File: config.mk
export PLATFORM = sky130hd
export DESIGN_NAME = pwm_cmp_timer
export DESIGN_NICKNAME = d
export VERILOG_FILES = /design/src/rtl/pwm_tmr_pkg.sv /design/src/rtl/pwm_tmr_ctrl.sv /design/src/rtl/pwm_tmr_dp.sv /design/src/rtl/pwm_cmp_timer.sv
export SDC_FILE = /design/constraint.sdc
export NUM_CORES = 1
export LEC_CHECK = 0
export ABC_AREA = 1
export BUFFER_PORTS_ARGS = -buffer_cell sky130_fd_sc_hd__buf_2
export CORE_ASPECT_RATIO = 0.8
export CORE_MARGIN = 4
export CORE_UTILIZATION = 50
export DETAILED_ROUTE_END_ITERATION = 7
export PLACE_DENSITY = 0.69
export SYNTH_ARGS = -nofsm -noshare
export SYNTH_HDL_FRONTEND = slang
export SYNTH_HIERARCHICAL = 1
export SYNTH_SLANG_ARGS = --single-unit
File: constraint.sdc
create_clock -name clk -period 4.86 [get_ports clk]
set_clock_uncertainty 0.1 [all_clocks]
set_input_delay 0.243 -clock clk [delete_from_list [all_inputs] [get_ports clk]]
set_output_delay 0.243 -clock clk [all_outputs]
set_load 0.02 [all_outputs]
File: src/rtl/pwm_tmr_pkg.sv
`timescale 1ns/1ps
package pwm_tmr_pkg;

  // register addresses
  localparam int REG_CTRL  = 0;
  localparam int REG_CMPA  = 1;
  localparam int REG_CMPB  = 2;
  localparam int REG_COUNT = 3;

  // control register bit positions
  localparam int BIT_RUN  = 0;
  localparam int BIT_CLR  = 1;
  localparam int BIT_MODE = 2;
  localparam int BIT_BUF  = 3;
  localparam int CTRL_W   = 4;

  // compare channels: index 0 = duty (A), index 1 = period (B)
  localparam int NUM_CMP = 2;
  localparam int IDX_A   = 0;
  localparam int IDX_B   = 1;

  // strobes passed from control to datapath each cycle
  typedef struct packed {
    logic tick;     // counter advance this cycle
    logic softClr;  // software counter clear
    logic wrCmpA;   // write to compare A address
    logic wrCmpB;   // write to compare B address
    logic bufEn;    // compare buffering active (pre-write value)
  } tmr_stb_t;

endpackage

File: src/rtl/pwm_tmr_ctrl.sv
`timescale 1ns/1ps
module pwm_tmr_ctrl
  import pwm_tmr_pkg::*;
#(
  parameter int AW = 2
) (
  input  logic              clk,
  input  logic              rst_n,
  input  logic              wrEn,
  input  logic [AW-1:0]     addr,
  input  logic [CTRL_W-1:0] ctrlBits,
  input  logic              cntPulse,
  input  logic              periodEnd,
  output tmr_stb_t          stb,
  output logic              runBit,
  output logic              oneShot,
  output logic              bufEn
);

  logic ctrlWr;
  logic cmpAWr;
  logic cmpBWr;

  assign ctrlWr = wrEn && (addr == AW'(REG_CTRL));
  assign cmpAWr = wrEn && (addr == AW'(REG_CMPA));
  assign cmpBWr = wrEn && (addr == AW'(REG_CMPB));

  // run / mode / buffer flags; a software write beats the one-shot auto stop
  always_ff @(posedge clk or negedge rst_n) begin
    if (!rst_n) begin
      runBit  <= 1'b0;
      oneShot <= 1'b0;
      bufEn   <= 1'b0;
    end else if (ctrlWr) begin
      runBit  <= ctrlBits[BIT_RUN];
      oneShot <= ctrlBits[BIT_MODE];
      bufEn   <= ctrlBits[BIT_BUF];
    end else if (periodEnd && oneShot) begin
      runBit  <= 1'b0;
    end
  end

  always_comb begin
    stb.tick    = runBit && cntPulse;
    stb.softClr = ctrlWr && ctrlBits[BIT_CLR];
    stb.wrCmpA  = cmpAWr;
    stb.wrCmpB  = cmpBWr;
    stb.bufEn   = bufEn;
  end

endmodule

File: src/rtl/pwm_tmr_dp.sv
`timescale 1ns/1ps
module pwm_tmr_dp
  import pwm_tmr_pkg::*;
#(
  parameter int DW = 16,
  parameter int AW = 2
) (
  input  logic          clk,
  input  logic          rst_n,
  input  tmr_stb_t      stb,
  input  logic [DW-1:0] wrData,
  input  logic [AW-1:0] addr,
  input  logic          runBit,
  input  logic          oneShot,
  input  logic          bufEn,
  output logic [DW-1:0] rdData,
  output logic          pwmOut,
  output logic          periodEnd,
  output logic [DW-1:0] cntVal,
  output logic [DW-1:0] actA,
  output logic [DW-1:0] actB
);

  logic [NUM_CMP-1:0][DW-1:0] actVec;
  logic [NUM_CMP-1:0]         wrSel;
  logic [DW-1:0]              cntQ;
  logic                       hitA;
  logic                       hitB;
  logic                       pwmQ;

  assign wrSel[IDX_A] = stb.wrCmpA;
  assign wrSel[IDX_B] = stb.wrCmpB;

  assign hitA      = stb.tick && (cntQ == actVec[IDX_A]);
  assign hitB      = stb.tick && (cntQ == actVec[IDX_B]);
  assign periodEnd = hitB && !stb.softClr;

  // one active/shadow pair per compare channel
  generate
    for (genvar g = 0; g < NUM_CMP; g++) begin : g_cmp
      logic [DW-1:0] activeQ;
      logic [DW-1:0] shadowQ;

      always_ff @(posedge clk or negedge rst_n) begin
        if (!rst_n) begin
          activeQ <= '0;
          shadowQ <= '0;
        end else begin
          if (wrSel[g]) begin
            shadowQ <= wrData;
          end
          if (stb.bufEn) begin
            if (periodEnd) begin
              activeQ <= shadowQ;
            end
          end else if (wrSel[g]) begin
            activeQ <= wrData;
          end
        end
      end

      assign actVec[g] = activeQ;
    end
  endgenerate

  // counter: software clear, then period wrap, then advance
  always_ff @(posedge clk or negedge rst_n) begin
    if (!rst_n) begin
      cntQ <= '0;
    end else if (stb.softClr || hitB) begin
      cntQ <= '0;
    end else if (stb.tick) begin
      cntQ <= cntQ + DW'(1);
    end
  end

  // waveform: high on return to zero, low on duty match
  always_ff @(posedge clk or negedge rst_n) begin
    if (!rst_n) begin
      pwmQ <= 1'b0;
    end else if (stb.softClr || periodEnd) begin
      pwmQ <= 1'b1;
    end else if (hitA) begin
      pwmQ <= 1'b0;
    end
  end

  always_comb begin
    rdData = '0;
    case (addr)
      AW'(REG_CTRL): begin
        rdData[BIT_RUN]  = runBit;
        rdData[BIT_MODE] = oneShot;
        rdData[BIT_BUF]  = bufEn;
      end
      AW'(REG_CMPA): rdData = actVec[IDX_A];
      AW'(REG_CMPB): rdData = actVec[IDX_B];
      default:       rdData = cntQ;
    endcase
  end

  assign pwmOut = pwmQ;
  assign cntVal = cntQ;
  assign actA   = actVec[IDX_A];
  assign actB   = actVec[IDX_B];

endmodule

File: src/rtl/pwm_cmp_timer.sv
`timescale 1ns/1ps
module pwm_cmp_timer
  import pwm_tmr_pkg::*;
#(
  parameter int DW = 16,
  parameter int AW = 2
) (
  input  logic          clk,
  input  logic          rst_n,
  input  logic          wrEn,
  input  logic [AW-1:0] addr,
  input  logic [DW-1:0] wrData,
  output logic [DW-1:0] rdData,
  input  logic          cntPulse,
  output logic          pwmOut
);

  tmr_stb_t      stb;
  logic          runBit;
  logic          oneShot;
  logic          bufEn;
  logic          periodEnd;
  logic [DW-1:0] cntVal;
  logic [DW-1:0] actA;
  logic [DW-1:0] actB;

  pwm_tmr_ctrl #(.AW(AW)) u_ctrl (
    .clk       (clk),
    .rst_n     (rst_n),
    .wrEn      (wrEn),
    .addr      (addr),
    .ctrlBits  (wrData[CTRL_W-1:0]),
    .cntPulse  (cntPulse),
    .periodEnd (periodEnd),
    .stb       (stb),
    .runBit    (runBit),
    .oneShot   (oneShot),
    .bufEn     (bufEn)
  );

  pwm_tmr_dp #(.DW(DW), .AW(AW)) u_dp (
    .clk       (clk),
    .rst_n     (rst_n),
    .stb       (stb),
    .wrData    (wrData),
    .addr      (addr),
    .runBit    (runBit),
    .oneShot   (oneShot),
    .bufEn     (bufEn),
    .rdData    (rdData),
    .pwmOut    (pwmOut),
    .periodEnd (periodEnd),
    .cntVal    (cntVal),
    .actA      (actA),
    .actB      (actB)
  );

endmodule

==> impl_metrics.xml, run 1 <==
<?xml version="1.0" encoding="UTF-8"?>
<metrics>
  <group name="worst_setup_path">
    <metric name="worst-r2r-setup-slack" unit="ns">2.44</metric>
    <metric name="crit_slowest_cell" unit="">dfrtp_1</metric>
    <metric name="timing.reg2reg.worst_path_depth" unit="">12</metric>
    <metric name="start_kind" unit="">register</metric>
    <metric name="crit_required" unit="ns">5.04</metric>
    <metric name="cp_max_fo" unit="">34</metric>
    <metric name="critical_path.reg2reg.endpoint" unit="">u_dp/actB[7]</metric>
    <metric name="cells_along_the_critical_path" unit="">nand2_1 -&gt; inv_1 -&gt; inv_2 -&gt; a21oi_1 -&gt; nand3_1 -&gt; nor2_1 -&gt; nand2_1 -&gt; nor2_4 -&gt; nand3_4 -&gt; nand2_4 -&gt; nand2_1 -&gt; nand2_1</metric>
    <metric name="crit_top_cell" unit="">nand2_1</metric>
    <metric name="endpoint_kind" unit="">register</metric>
    <metric name="critical_path.reg2reg.startpoint" unit="">u_ctrl/runBit</metric>
    <metric name="timing_worst_setup_path_type" unit="">reg -&gt; reg</metric>
    <metric name="worst_path_largest_cell_delay" unit="ns">0.36</metric>
    <metric name="data_arrival_time_of_the_critical_path" unit="ns">2.60</metric>
  </group>
  <group name="sta">
    <metric name="slew_limit_fails" unit="">0</metric>
    <metric name="final-hold-violation-count" unit="">13</metric>
    <metric name="crit_path_setup_slack_layout" unit="ns">2.44</metric>
    <metric name="finalWorstPathRequiredPeriod" unit="ns">2.42</metric>
    <metric name="rsz0062_at_grt" unit="">no</metric>
    <metric name="final_clock_period_utilization_by_the_worst_path" unit="%">49.8</metric>
    <metric name="maxSlewHeadroom" unit="%">20.1</metric>
    <metric name="final-setup-viol-count" unit="">0</metric>
    <metric name="maxClockFrequency" unit="GHz">0.413</metric>
    <metric name="hold_ws" unit="ns">-0.0195</metric>
    <metric name="setup_tns" unit="ns">0</metric>
    <metric name="worst-slew-pin-transition" unit="ns">1.19</metric>
  </group>
  <group name="clocking">
    <metric name="clockRootBuffer" unit="">clkbuf_16</metric>
    <metric name="post_cts_hold_buffer_count" unit="">0</metric>
    <metric name="cts.repair.resized" unit="">0</metric>
    <metric name="cts_sinks" unit="">84</metric>
    <metric name="clk_latency" unit="ns">0.34</metric>
    <metric name="clkSlewWorstSetupHoldPaths" unit="ns">0.06</metric>
    <metric name="post-cts-setup-buffer-count" unit="">0</metric>
    <metric name="cts_max_path_buffers" unit="">2</metric>
    <metric name="tritoncts.num_buffers" unit="">9</metric>
    <metric name="htree_levels" unit="">3</metric>
    <metric name="cts_tree" unit="">done</metric>
  </group>
  <group name="detailed_routing">
    <metric name="dr.first_iter.drc_count" unit="">360</metric>
    <metric name="via_count" unit="">4210</metric>
    <metric name="routed_wire_length_per_instance" unit="um">15.3</metric>
    <metric name="detail_route.first_pass.iterations" unit="">5</metric>
    <metric name="vias_per_cell" unit="">5.36</metric>
    <metric name="ant_nets" unit="">0</metric>
    <metric name="drc" unit="">0</metric>
    <metric name="drt_wl_total" unit="um">12000</metric>
  </group>
  <group name="min_path">
    <metric name="hold_class" unit="">in -&gt; async</metric>
  </group>
  <group name="grt">
    <metric name="globalRouteTotalUtil" unit="%">24.0</metric>
    <metric name="antenna_found_initial" unit="">0</metric>
    <metric name="pin_count_of_the_biggest_net_entering_global_routing" unit="">85</metric>
    <metric name="grt_remaining_overflow" unit="">0</metric>
    <metric name="grt_pass1_vias" unit="">4053</metric>
    <metric name="grt_first_pass_wirelength" unit="um">20300</metric>
  </group>
  <group name="logic_synthesis">
    <metric name="synth-simple-area-share" unit="%">29.6</metric>
    <metric name="synth_top_family_by_area" unit="">simple AND/OR/NAND/NOR gates</metric>
    <metric name="ys_seq_area_share" unit="%">45.1</metric>
    <metric name="synth_top_cells_by_count" unit="">nand2_1, dfrtp_1, o21ai_0, inv_1</metric>
    <metric name="yosys.cell_types.count" unit="">30</metric>
    <metric name="synth_area_leader_cell" unit="">dfrtp_1</metric>
    <metric name="avgSynthCellArea" unit="sq um">7.25</metric>
    <metric name="most_frequent_cell_after_synthesis" unit="">nand2_1</metric>
    <metric name="number_of_flops_mapped_to_enable_cells_by_yosys" unit="">0</metric>
    <metric name="combined_area_of_all_synthesized_cells" unit="sq um">4660</metric>
    <metric name="synth-xor-area-share" unit="%">3.38</metric>
    <metric name="post-synth-top-area-fraction" unit="%">45.1</metric>
    <metric name="ys_seq_elements" unit="">84</metric>
    <metric name="async_reset_ff_share" unit="%">100</metric>
    <metric name="mappedNetlistNets" unit="">666</metric>
    <metric name="primary_ff_master_synth" unit="">dfrtp_1</metric>
    <metric name="ys_top_cells_by_area" unit="">dfrtp_1, nand2_1, o21ai_0</metric>
    <metric name="post_synth_fa_ha_maj_area_fraction" unit="%">0.268</metric>
    <metric name="compound_cell_area_share_of_the_yosys_netlist" unit="%">11.9</metric>
    <metric name="post_synth_mux_area_share" unit="%">0</metric>
    <metric name="postSynthCellCount" unit="">643</metric>
    <metric name="yosys_warnings" unit="">6</metric>
  </group>
  <group name="floorplanning">
    <metric name="io_pins" unit="">39</metric>
    <metric name="site_row_count" unit="">31</metric>
    <metric name="core_area" unit="sq um">9080</metric>
    <metric name="die_h" unit="um">94.4</metric>
    <metric name="design.die.area" unit="sq um">10900</metric>
    <metric name="horizontal_die_dimension" unit="um">116</metric>
    <metric name="start_util" unit="%">51.4</metric>
  </group>
  <group name="job">
    <metric name="maxCapViolCount" unit="">0</metric>
  </group>
  <group name="placement">
    <metric name="finalWeightedCongestion" unit="">0.949</metric>
    <metric name="setup_slack_after_placement" unit="ns">2.45</metric>
    <metric name="dpl.cell_count" unit="">770</metric>
    <metric name="detailedPlacementHpwl" unit="um">8800</metric>
    <metric name="port_buffers" unit="">38</metric>
  </group>
  <group name="pwr">
    <metric name="power_density" unit="nW/um^2">425</metric>
    <metric name="power.static_leakage" unit="nW">2.58</metric>
    <metric name="power.ir.vdd_worst" unit="uV">242</metric>
    <metric name="finalPower" unit="mW">2.20</metric>
  </group>
  <group name="status">
    <metric name="run_status" unit="">finished with violations</metric>
    <metric name="violations" unit="">hold timing</metric>
  </group>
  <group name="final_layout">
    <metric name="insertedDiodeCount" unit="">0</metric>
    <metric name="area_delta_synth_final" unit="%">11.2</metric>
    <metric name="design.final.nets" unit="">689</metric>
    <metric name="layout-drive-gt1-share" unit="%">11.5</metric>
    <metric name="final-instance-count-excl-fill" unit="">786</metric>
  </group>
</metrics>
-- power breakdown --
| part | leakage (nW) | internal, mW | switching (mW) |
|---|---|---|---|
| clock network | 0.139 | 0.398 | 0.280 |
| logic | 1.38 | 0.198 | 0.367 |
| registers | 1.06 | 0.834 | 0.123 |
-- state kept, by name, indices dropped and copies added (netlist names) --
signal,flops
u_dp/pwmOut,1
u_ctrl/bufEn,1
u_dp/actB,16
u_ctrl/oneShot,1
u_dp/actA,16
u_dp/g_cmp.shadowQ,32
u_dp/cntVal,16
u_ctrl/runBit,1
-- cell usage in the layout (no fill, tap or decap), types with 4 or more instances in the layout --
cell type,count
nand2_1,214
nor2_1,41
dfrtp_1,84
nor3_1,10
inv_1,70
buf_2,37
o21ai_0,76
clkbuf_16,9
buf_4,4
o221ai_1,12
nand4_1,12
a21oi_1,6
xor2_1,11
inv_2,13
nand3_1,41
xnor2_1,7
-- kinds of logic (layout without fill, tap and decap cells) --
family	after synthesis	count (layout)
AOI/OAI and AO/OA	99	99
xor gates and xnor gates	18	18
DFF	84	84
buffers and inverters	113	141
adders and majority gates	1	1
and+or+nand+nor	328	328
-- worst max path at each step --
stage / end / startpoint / slack [ns] / cells past startpoint
3_5_place_dp: u_dp/actA[11] / u_ctrl/runBit / 2.45 / 12
4_1_cts: u_dp/actA[11] / u_ctrl/runBit / 2.43 / 12
3_3_place_gp: u_dp/actA[11] / u_ctrl/runBit / 2.55 / 12
6_report: u_dp/actB[7] / u_ctrl/runBit / 2.44 / 12
5_1_grt: u_dp/actB[13] / u_ctrl/runBit / 2.13 / 12
2_1_floorplan: u_dp/actB[10] / u_ctrl/bufEn / 3.16 / 7
-- final cells by class --
type	count	area, sq um
repair buffers	41	215
clock buffers	10	229
well taps	115	144
multi-input cells	446	2110
inverters	84	315
flip-flops and latches	84	2100
fillers	880	3890
clock inverters	6	63.8
-- stage by stage --
stage | util [%] | hold slack, ns | area (sq um)
floorplan | - | -0.153 | 4660
global placement | 53.9 | 0.359 | 4890
detailed placement | 53.9 | 0.375 | 4890
CTS | 57.1 | 0.0328 | 5180
global route | 57.1 | 0.0483 | 5180
finish | 57.1 | -0.0195 | 5180
-- critical path: cells and delay by family, from the launching register on --
family,cells,cell delay (ns)
DFF,1,0.36
and+or+nand+nor,9,1.30
AOI/OAI and AO/OA,1,0.18
buffers and inverters,2,0.41
-- layer usage --
metal	part of all wire [%]	global-route usage (%)	vias up	wire [um]
met2	46	37.5	124	5510
met1	47	34.1	1978	5650
met3	5.8	4.68	12	697
met4	1.3	7.05	0	158
met5	0	0	-	0
li1	-	-	2096	-
Power figures use the tool's default switching activity.
==> run 2, diff against run 1 <==
==> constraint.sdc (replaced) <==
create_clock -name clk -period 2.4 [get_ports clk]
set_clock_uncertainty 0.1 [all_clocks]
set_input_delay 0.12 -clock clk [delete_from_list [all_inputs] [get_ports clk]]
set_output_delay 0.12 -clock clk [all_outputs]
set_load 0.02 [all_outputs]
==> run 2 against run 1 <==
Net effect:
- the run now ends clean
- first-iteration DRC count grew 28%
- sequential power grew 100%
- count of clock-buffer cells in the layout is the same
- die area is the same
- setup slack lost 2.1 ns
- via count grew 2.6%
- combinational power grew 110%
- maximum frequency grew 16%
- critical path depth is the same
- total power grew 110%
- cell area grew 4.9%
- critical endpoint is now u_dp/actB[11]
- largest power group unchanged
==> impl_metrics.xml, run 2 (synthesis gave the netlist of run 1 again) <==
<?xml version="1.0" encoding="UTF-8"?>
<metrics>
  <group name="final_layout">
    <metric name="design.final.nets" unit="">715</metric>
    <metric name="top_register" unit="">u_dp/g_cmp.shadowQ</metric>
    <metric name="layout.cells.most_common_list" unit="">nand2_1, dfrtp_1, o21ai_0</metric>
    <metric name="commonest_non_fill_non_tap_cell_in_the_layout" unit="">nand2_1</metric>
    <metric name="fillers" unit="">846</metric>
    <metric name="insertedDiodeCount" unit="">0</metric>
    <metric name="area.sequential" unit="sq um">2100</metric>
    <metric name="layout-drive-gt1-share" unit="%">11.8</metric>
    <metric name="final_core_utilization" unit="%">59.9</metric>
    <metric name="multiInputGateArea" unit="sq um">2110</metric>
    <metric name="area_delta_synth_final" unit="%">16.6</metric>
    <metric name="largest_register_ffs" unit="">32</metric>
  </group>
  <group name="placement">
    <metric name="detailedPlacementHpwl" unit="um">8880</metric>
    <metric name="port_buffers" unit="">38</metric>
    <metric name="finalWeightedCongestion" unit="">0.962</metric>
  </group>
  <group name="detailed_routing">
    <metric name="ant_nets" unit="">0</metric>
    <metric name="drt_wl_total" unit="um">12200</metric>
    <metric name="dr.first_iter.drc_count" unit="">462</metric>
    <metric name="vias_per_cell" unit="">5.34</metric>
    <metric name="drc" unit="">0</metric>
    <metric name="routed_wire_length_per_instance" unit="um">15.1</metric>
    <metric name="via_count" unit="">4318</metric>
    <metric name="detail_route.first_pass.iterations" unit="">6</metric>
  </group>
  <group name="clocking">
    <metric name="cts_max_path_buffers" unit="">2</metric>
    <metric name="post-cts-setup-buffer-count" unit="">0</metric>
    <metric name="tritoncts.num_buffers" unit="">9</metric>
    <metric name="cts.repair.resized" unit="">0</metric>
    <metric name="clkSlewWorstSetupHoldPaths" unit="ns">0.06</metric>
    <metric name="clockRootBuffer" unit="">clkbuf_16</metric>
    <metric name="clk_latency" unit="ns">0.34</metric>
    <metric name="post_cts_hold_buffer_count" unit="">18</metric>
    <metric name="htree_levels" unit="">3</metric>
    <metric name="cts_sinks" unit="">84</metric>
    <metric name="cts_tree" unit="">done</metric>
  </group>
  <group name="worst_setup_path">
    <metric name="cp_max_fo" unit="">18</metric>
    <metric name="endpoint_kind" unit="">register</metric>
    <metric name="timing_worst_setup_path_type" unit="">reg -&gt; reg</metric>
    <metric name="data_arrival_time_of_the_critical_path" unit="ns">2.22</metric>
    <metric name="crit_required" unit="ns">2.53</metric>
    <metric name="start_kind" unit="">register</metric>
  </group>
  <group name="grt">
    <metric name="antenna_found_initial" unit="">0</metric>
    <metric name="grt_pass1_vias" unit="">4105</metric>
    <metric name="pin_count_of_the_biggest_net_entering_global_routing" unit="">49</metric>
    <metric name="grt_remaining_overflow" unit="">0</metric>
    <metric name="grt_first_pass_wirelength" unit="um">20400</metric>
    <metric name="globalRouteTotalUtil" unit="%">24.2</metric>
  </group>
  <group name="floorplanning">
    <metric name="site_row_count" unit="">31</metric>
    <metric name="core_area" unit="sq um">9080</metric>
    <metric name="die_h" unit="um">94.4</metric>
    <metric name="horizontal_die_dimension" unit="um">116</metric>
    <metric name="design.die.area" unit="sq um">10900</metric>
    <metric name="io_pins" unit="">39</metric>
    <metric name="start_util" unit="%">51.4</metric>
  </group>
  <group name="pwr">
    <metric name="power.static_leakage" unit="nW">2.71</metric>
    <metric name="power_density" unit="nW/um^2">832</metric>
    <metric name="power.ir.vdd_worst" unit="uV">555</metric>
  </group>
  <group name="sta">
    <metric name="maxSlewHeadroom" unit="%">58.2</metric>
    <metric name="maxClockFrequency" unit="GHz">0.478</metric>
    <metric name="rsz0062_at_grt" unit="">no</metric>
    <metric name="final_clock_period_utilization_by_the_worst_path" unit="%">87.2</metric>
    <metric name="setup_tns" unit="ns">0</metric>
    <metric name="worst-slew-pin-transition" unit="ns">0.626</metric>
    <metric name="slew_limit_fails" unit="">0</metric>
    <metric name="finalWorstPathRequiredPeriod" unit="ns">2.09</metric>
    <metric name="final-setup-viol-count" unit="">0</metric>
    <metric name="final-hold-violation-count" unit="">0</metric>
  </group>
  <group name="status">
    <metric name="run_status" unit="">completed</metric>
  </group>
  <group name="min_path">
    <metric name="hold_class" unit="">in -&gt; reg</metric>
  </group>
  <group name="job">
    <metric name="maxCapViolCount" unit="">0</metric>
  </group>
</metrics>
[run 2: changes by cell type in the layout (fill, tap and decap cells not counted), sizes merged]
cell,change
dlygate4sd3,+18
clkinvlp,-2
clkinv,-1
bufinv,+1
buf,+8
inv,-1
[run 2: through the flow]
| stage | instance area (sq um) | hold slack (ns) | power (mW) | cells | setup slack (ns) |
|---|---|---|---|---|---|
| floorplan | 4660 | -0.276 | 2.71 | 643 | 0.699 |
| global placement | 4960 | 0.0705 | 3.07 | 778 | 0.339 |
| detailed placement | 4960 | 0.0739 | 3.10 | 778 | 0.327 |
| CTS | 5440 | 0.110 | 4.55 | 809 | 0.317 |
| global route | 5440 | 0.157 | 4.85 | 809 | 0.115 |
| finish | 5440 | 0.132 | 4.53 | 809 | 0.306 |
[run 2: area by class of cell]
| type | instances | share of cell area [%] |
|---|---|---|
| clock buffer | 10 | 4.21 |
| clock inverter | 3 | 1.20 |
| inverter | 84 | 5.80 |
| multi-input combinational | 446 | 38.9 |
| sequential | 84 | 38.7 |
| tap | 115 | 2.65 |
| timing repair buffer | 67 | 8.61 |
[run 2: final timing paths]
path | from | end | slack (ns) | cells after the start
worst max-delay path | u_ctrl/runBit | u_dp/actB[11] | 0.31 | 12
worst min-delay path | addr[1] | u_ctrl/oneShot | 0.13 | 4
worst max register to register | u_ctrl/runBit | u_dp/actB[11] | 0.31 | 12
worst min register to register | u_dp/pwmOut | u_dp/pwmOut | 0.38 | 2
max in group asynchronous | rst_n | u_dp/g_cmp[0].shadowQ[2] | 1.34 | 3
min in group asynchronous | rst_n | u_dp/g_cmp[1].shadowQ[8] | 0.23 | 2
[run 2: critical path: stages, from the launching register on]
cell	delay, ns
dfrtp_1	0.36
nand2_1	0.06
inv_1	0.09
inv_2	0.07
a21oi_1	0.21
nand3_1	0.12
nor2_1	0.11
nand2_1	0.08
nor2_4	0.13
nand3_4	0.22
buf_4	0.28
nand3_1	0.09
nand2_1	0.05
[run 2: per-layer routing]
layer	vias up	GRT usage [%]	part of all wire [%]
met2	140	36.6	45
met1	2025	35.5	48
met3	12	6.02	6.1
met5	-	0	0
met4	0	4.83	1.2
li1	2141	-	-
[run 2: power breakdown]
part	leakage, nW	switching (mW)	internal [mW]	total, mW
Sequential	1.06	0.251	1.69	1.94
Clock	0.144	0.526	0.892	1.42
Combinational	1.50	0.738	0.430	1.17
Total	2.71	1.51	3.01	4.53
==> run 3, diff against run 2 <==
--- a/config.mk
+++ b/config.mk
@@ -12,6 +12,7 @@
 export CORE_UTILIZATION = 50
 export DETAILED_ROUTE_END_ITERATION = 7
 export PLACE_DENSITY = 0.69
+export SLEW_MARGIN = 20
 export SYNTH_ARGS = -nofsm -noshare
 export SYNTH_HDL_FRONTEND = slang
 export SYNTH_HIERARCHICAL = 1
==> constraint.sdc (replaced) <==
create_clock -name clk -period 2.4 [get_ports clk]
set_clock_uncertainty 0.1 [all_clocks]
set_input_delay 0.48 -clock clk [delete_from_list [all_inputs] [get_ports clk]]
set_output_delay 0.48 -clock clk [all_outputs]
set_load 0.02 [all_outputs]
==> run 3 against run 2 <==
Net effect:
- via count decreased by 1.1%
- setup slack worse by 0.21 ns
- core utilization fell by 1.6 points
- hold slack got worse by 0.13 ns
- maximum frequency down 8.9%
- non-clock buffer count decreased by 18
- global-route usage decreased by 0.31 points
- critical endpoint is now rdData[12]
==> impl_metrics.xml, run 3 (synthesis gave the netlist of run 1 again) <==
<?xml version="1.0" encoding="UTF-8"?>
<metrics>
  <group name="floorplanning">
    <metric name="start_util" unit="%">51.4</metric>
    <metric name="die_h" unit="um">94.4</metric>
    <metric name="design.die.area" unit="sq um">10900</metric>
    <metric name="horizontal_die_dimension" unit="um">116</metric>
    <metric name="io_pins" unit="">39</metric>
    <metric name="core_area" unit="sq um">9080</metric>
    <metric name="site_row_count" unit="">31</metric>
  </group>
  <group name="worst_setup_path">
    <metric name="timing_worst_setup_path_type" unit="">in -&gt; out</metric>
    <metric name="data_arrival_time_of_the_critical_path" unit="ns">1.72</metric>
    <metric name="critical_path.reg2reg.startpoint" unit="">u_dp/cntVal[8]</metric>
    <metric name="endpoint_kind" unit="">output port</metric>
    <metric name="cp_top_family" unit="">buffers and inverters</metric>
    <metric name="crit_required" unit="ns">1.82</metric>
    <metric name="cp_max_fo" unit="">15</metric>
    <metric name="crit_slowest_cell" unit="">nand2_1</metric>
    <metric name="cells_along_the_critical_path" unit="">buf_2 -&gt; nand2_1 -&gt; o221ai_1 -&gt; buf_2</metric>
    <metric name="buffers_plus_inverters_on_the_worst_setup_path" unit="">2</metric>
    <metric name="worst-r2r-setup-slack" unit="ns">0.23</metric>
    <metric name="timing.reg2reg.worst_path_depth" unit="">10</metric>
    <metric name="start_kind" unit="">input pin</metric>
    <metric name="worst_path_largest_cell_delay" unit="ns">0.41</metric>
    <metric name="critical_path.reg2reg.endpoint" unit="">u_dp/actB[6]</metric>
    <metric name="crit_top_cell" unit="">buf_2</metric>
  </group>
  <group name="sta">
    <metric name="final_clock_period_utilization_by_the_worst_path" unit="%">95.8</metric>
    <metric name="slew_limit_fails" unit="">0</metric>
    <metric name="crit_path_setup_slack_layout" unit="ns">0.101</metric>
    <metric name="final-setup-viol-count" unit="">0</metric>
    <metric name="rsz0062_at_grt" unit="">no</metric>
    <metric name="finalWorstPathRequiredPeriod" unit="ns">2.30</metric>
    <metric name="maxClockFrequency" unit="GHz">0.435</metric>
    <metric name="setup_tns" unit="ns">0</metric>
    <metric name="maxSlewHeadroom" unit="%">57.8</metric>
    <metric name="worst-slew-pin-transition" unit="ns">0.631</metric>
    <metric name="final-hold-violation-count" unit="">0</metric>
  </group>
  <group name="detailed_routing">
    <metric name="routed_wire_length_per_instance" unit="um">15.2</metric>
    <metric name="detail_route.first_pass.iterations" unit="">5</metric>
    <metric name="ant_nets" unit="">0</metric>
    <metric name="drt_wl_total" unit="um">12100</metric>
    <metric name="drc" unit="">0</metric>
    <metric name="via_count" unit="">4272</metric>
    <metric name="dr.first_iter.drc_count" unit="">526</metric>
    <metric name="vias_per_cell" unit="">5.38</metric>
  </group>
  <group name="grt">
    <metric name="globalRouteTotalUtil" unit="%">23.9</metric>
    <metric name="grt_pass1_vias" unit="">4372</metric>
    <metric name="grt_remaining_overflow" unit="">0</metric>
    <metric name="antenna_found_initial" unit="">0</metric>
    <metric name="pin_count_of_the_biggest_net_entering_global_routing" unit="">49</metric>
    <metric name="grt_first_pass_wirelength" unit="um">20600</metric>
  </group>
  <group name="final_layout">
    <metric name="layout.cells.most_common_list" unit="">nand2_1, dfrtp_1, o21ai_0</metric>
    <metric name="design.final.nets" unit="">697</metric>
    <metric name="insertedDiodeCount" unit="">0</metric>
    <metric name="layout-drive-gt1-share" unit="%">12.4</metric>
    <metric name="commonest_non_fill_non_tap_cell_in_the_layout" unit="">nand2_1</metric>
    <metric name="top_register" unit="">u_dp/g_cmp.shadowQ</metric>
    <metric name="largest_register_ffs" unit="">32</metric>
    <metric name="area_delta_synth_final" unit="%">13.5</metric>
    <metric name="fillers" unit="">866</metric>
  </group>
  <group name="clocking">
    <metric name="cts.repair.resized" unit="">0</metric>
    <metric name="clockRootBuffer" unit="">clkbuf_16</metric>
    <metric name="htree_levels" unit="">3</metric>
    <metric name="cts_tree" unit="">done</metric>
    <metric name="tritoncts.num_buffers" unit="">9</metric>
    <metric name="post-cts-setup-buffer-count" unit="">0</metric>
    <metric name="cts_max_path_buffers" unit="">2</metric>
    <metric name="cts_sinks" unit="">84</metric>
    <metric name="clk_latency" unit="ns">0.33</metric>
    <metric name="post_cts_hold_buffer_count" unit="">0</metric>
    <metric name="clkSlewWorstSetupHoldPaths" unit="ns">0.06</metric>
  </group>
  <group name="placement">
    <metric name="port_buffers" unit="">38</metric>
    <metric name="detailedPlacementHpwl" unit="um">8980</metric>
    <metric name="setup_slack_after_placement" unit="ns">0.200</metric>
    <metric name="finalWeightedCongestion" unit="">0.939</metric>
  </group>
  <group name="pwr">
    <metric name="power.ir.vdd_worst" unit="uV">484</metric>
    <metric name="power_density" unit="nW/um^2">872</metric>
    <metric name="power.static_leakage" unit="nW">2.65</metric>
  </group>
  <group name="status">
    <metric name="run_status" unit="">completed</metric>
  </group>
  <group name="min_path">
    <metric name="hold_class" unit="">in -&gt; async</metric>
  </group>
  <group name="job">
    <metric name="maxCapViolCount" unit="">0</metric>
  </group>
</metrics>
-- run 3: changes by cell type in the layout (fill, tap and decap cells not counted) --
cell / before / now
clkbuf_8: 0 / 2
dlygate4sd3_1: 18 / 0
clkinv_4: 0 / 1
clkinv_2: 1 / 0
clkbuf_1: 1 / 2
-- run 3: cell type report --
class	instances	area (sq um)	share of cell area, %
well taps	115	144	2.72
inverters	84	315	5.96
multi-input cells	446	2110	40.0
repair buffers	49	288	5.44
flip-flops and latches	84	2100	39.7
clock buffers	13	260	4.92
clock inverters	3	68.8	1.30
-- run 3: how the worst max path moves through the flow --
stage               startpoint    endpoint  slack (ns)  depth (start not counted)
detailed placement     addr[1]  rdData[12]        0.20                          4
global placement       addr[1]  rdData[12]        0.20                          4
finish                 addr[1]  rdData[12]        0.10                          4
floorplan              addr[0]  rdData[10]        0.49                          5
CTS                    addr[1]  rdData[12]        0.19                          4
global route           addr[1]  rdData[12]        0.03                          4
-- run 3: per-stage QoR --
| step | total power, mW | instance area [sq um] | std cells | hold WS, ns | util, % |
|---|---|---|---|---|---|
| after CTS | 4.64 | 5290 | 794 | 0.0195 | 58.3 |
| final | 4.62 | 5290 | 794 | 0.00255 | 58.3 |
| after global routing | 4.92 | 5290 | 794 | 0.0334 | 58.3 |
| after global placement | 3.06 | 4960 | 778 | 0.359 | 54.7 |
| after floorplan | 2.71 | 4660 | 643 | 0.0844 | - |
| after detailed placement | 3.10 | 4960 | 778 | 0.375 | 54.7 |
-- run 3: where the power goes --
group          total (mW)  switching, mW  internal, mW
logic                1.16          0.750         0.412
registers            1.94          0.249          1.69
clock network        1.52          0.545         0.971
-- run 3: routing by layer --
layer,part of all wire (%),wire length [um],vias up,track usage (%)
li1,-,-,2109,-
met1,46,5600,1985,32.5
met2,45,5460,160,38.4
met3,7.3,884,18,6.09
met4,1.3,152,0,6.09
met5,0,0,-,0
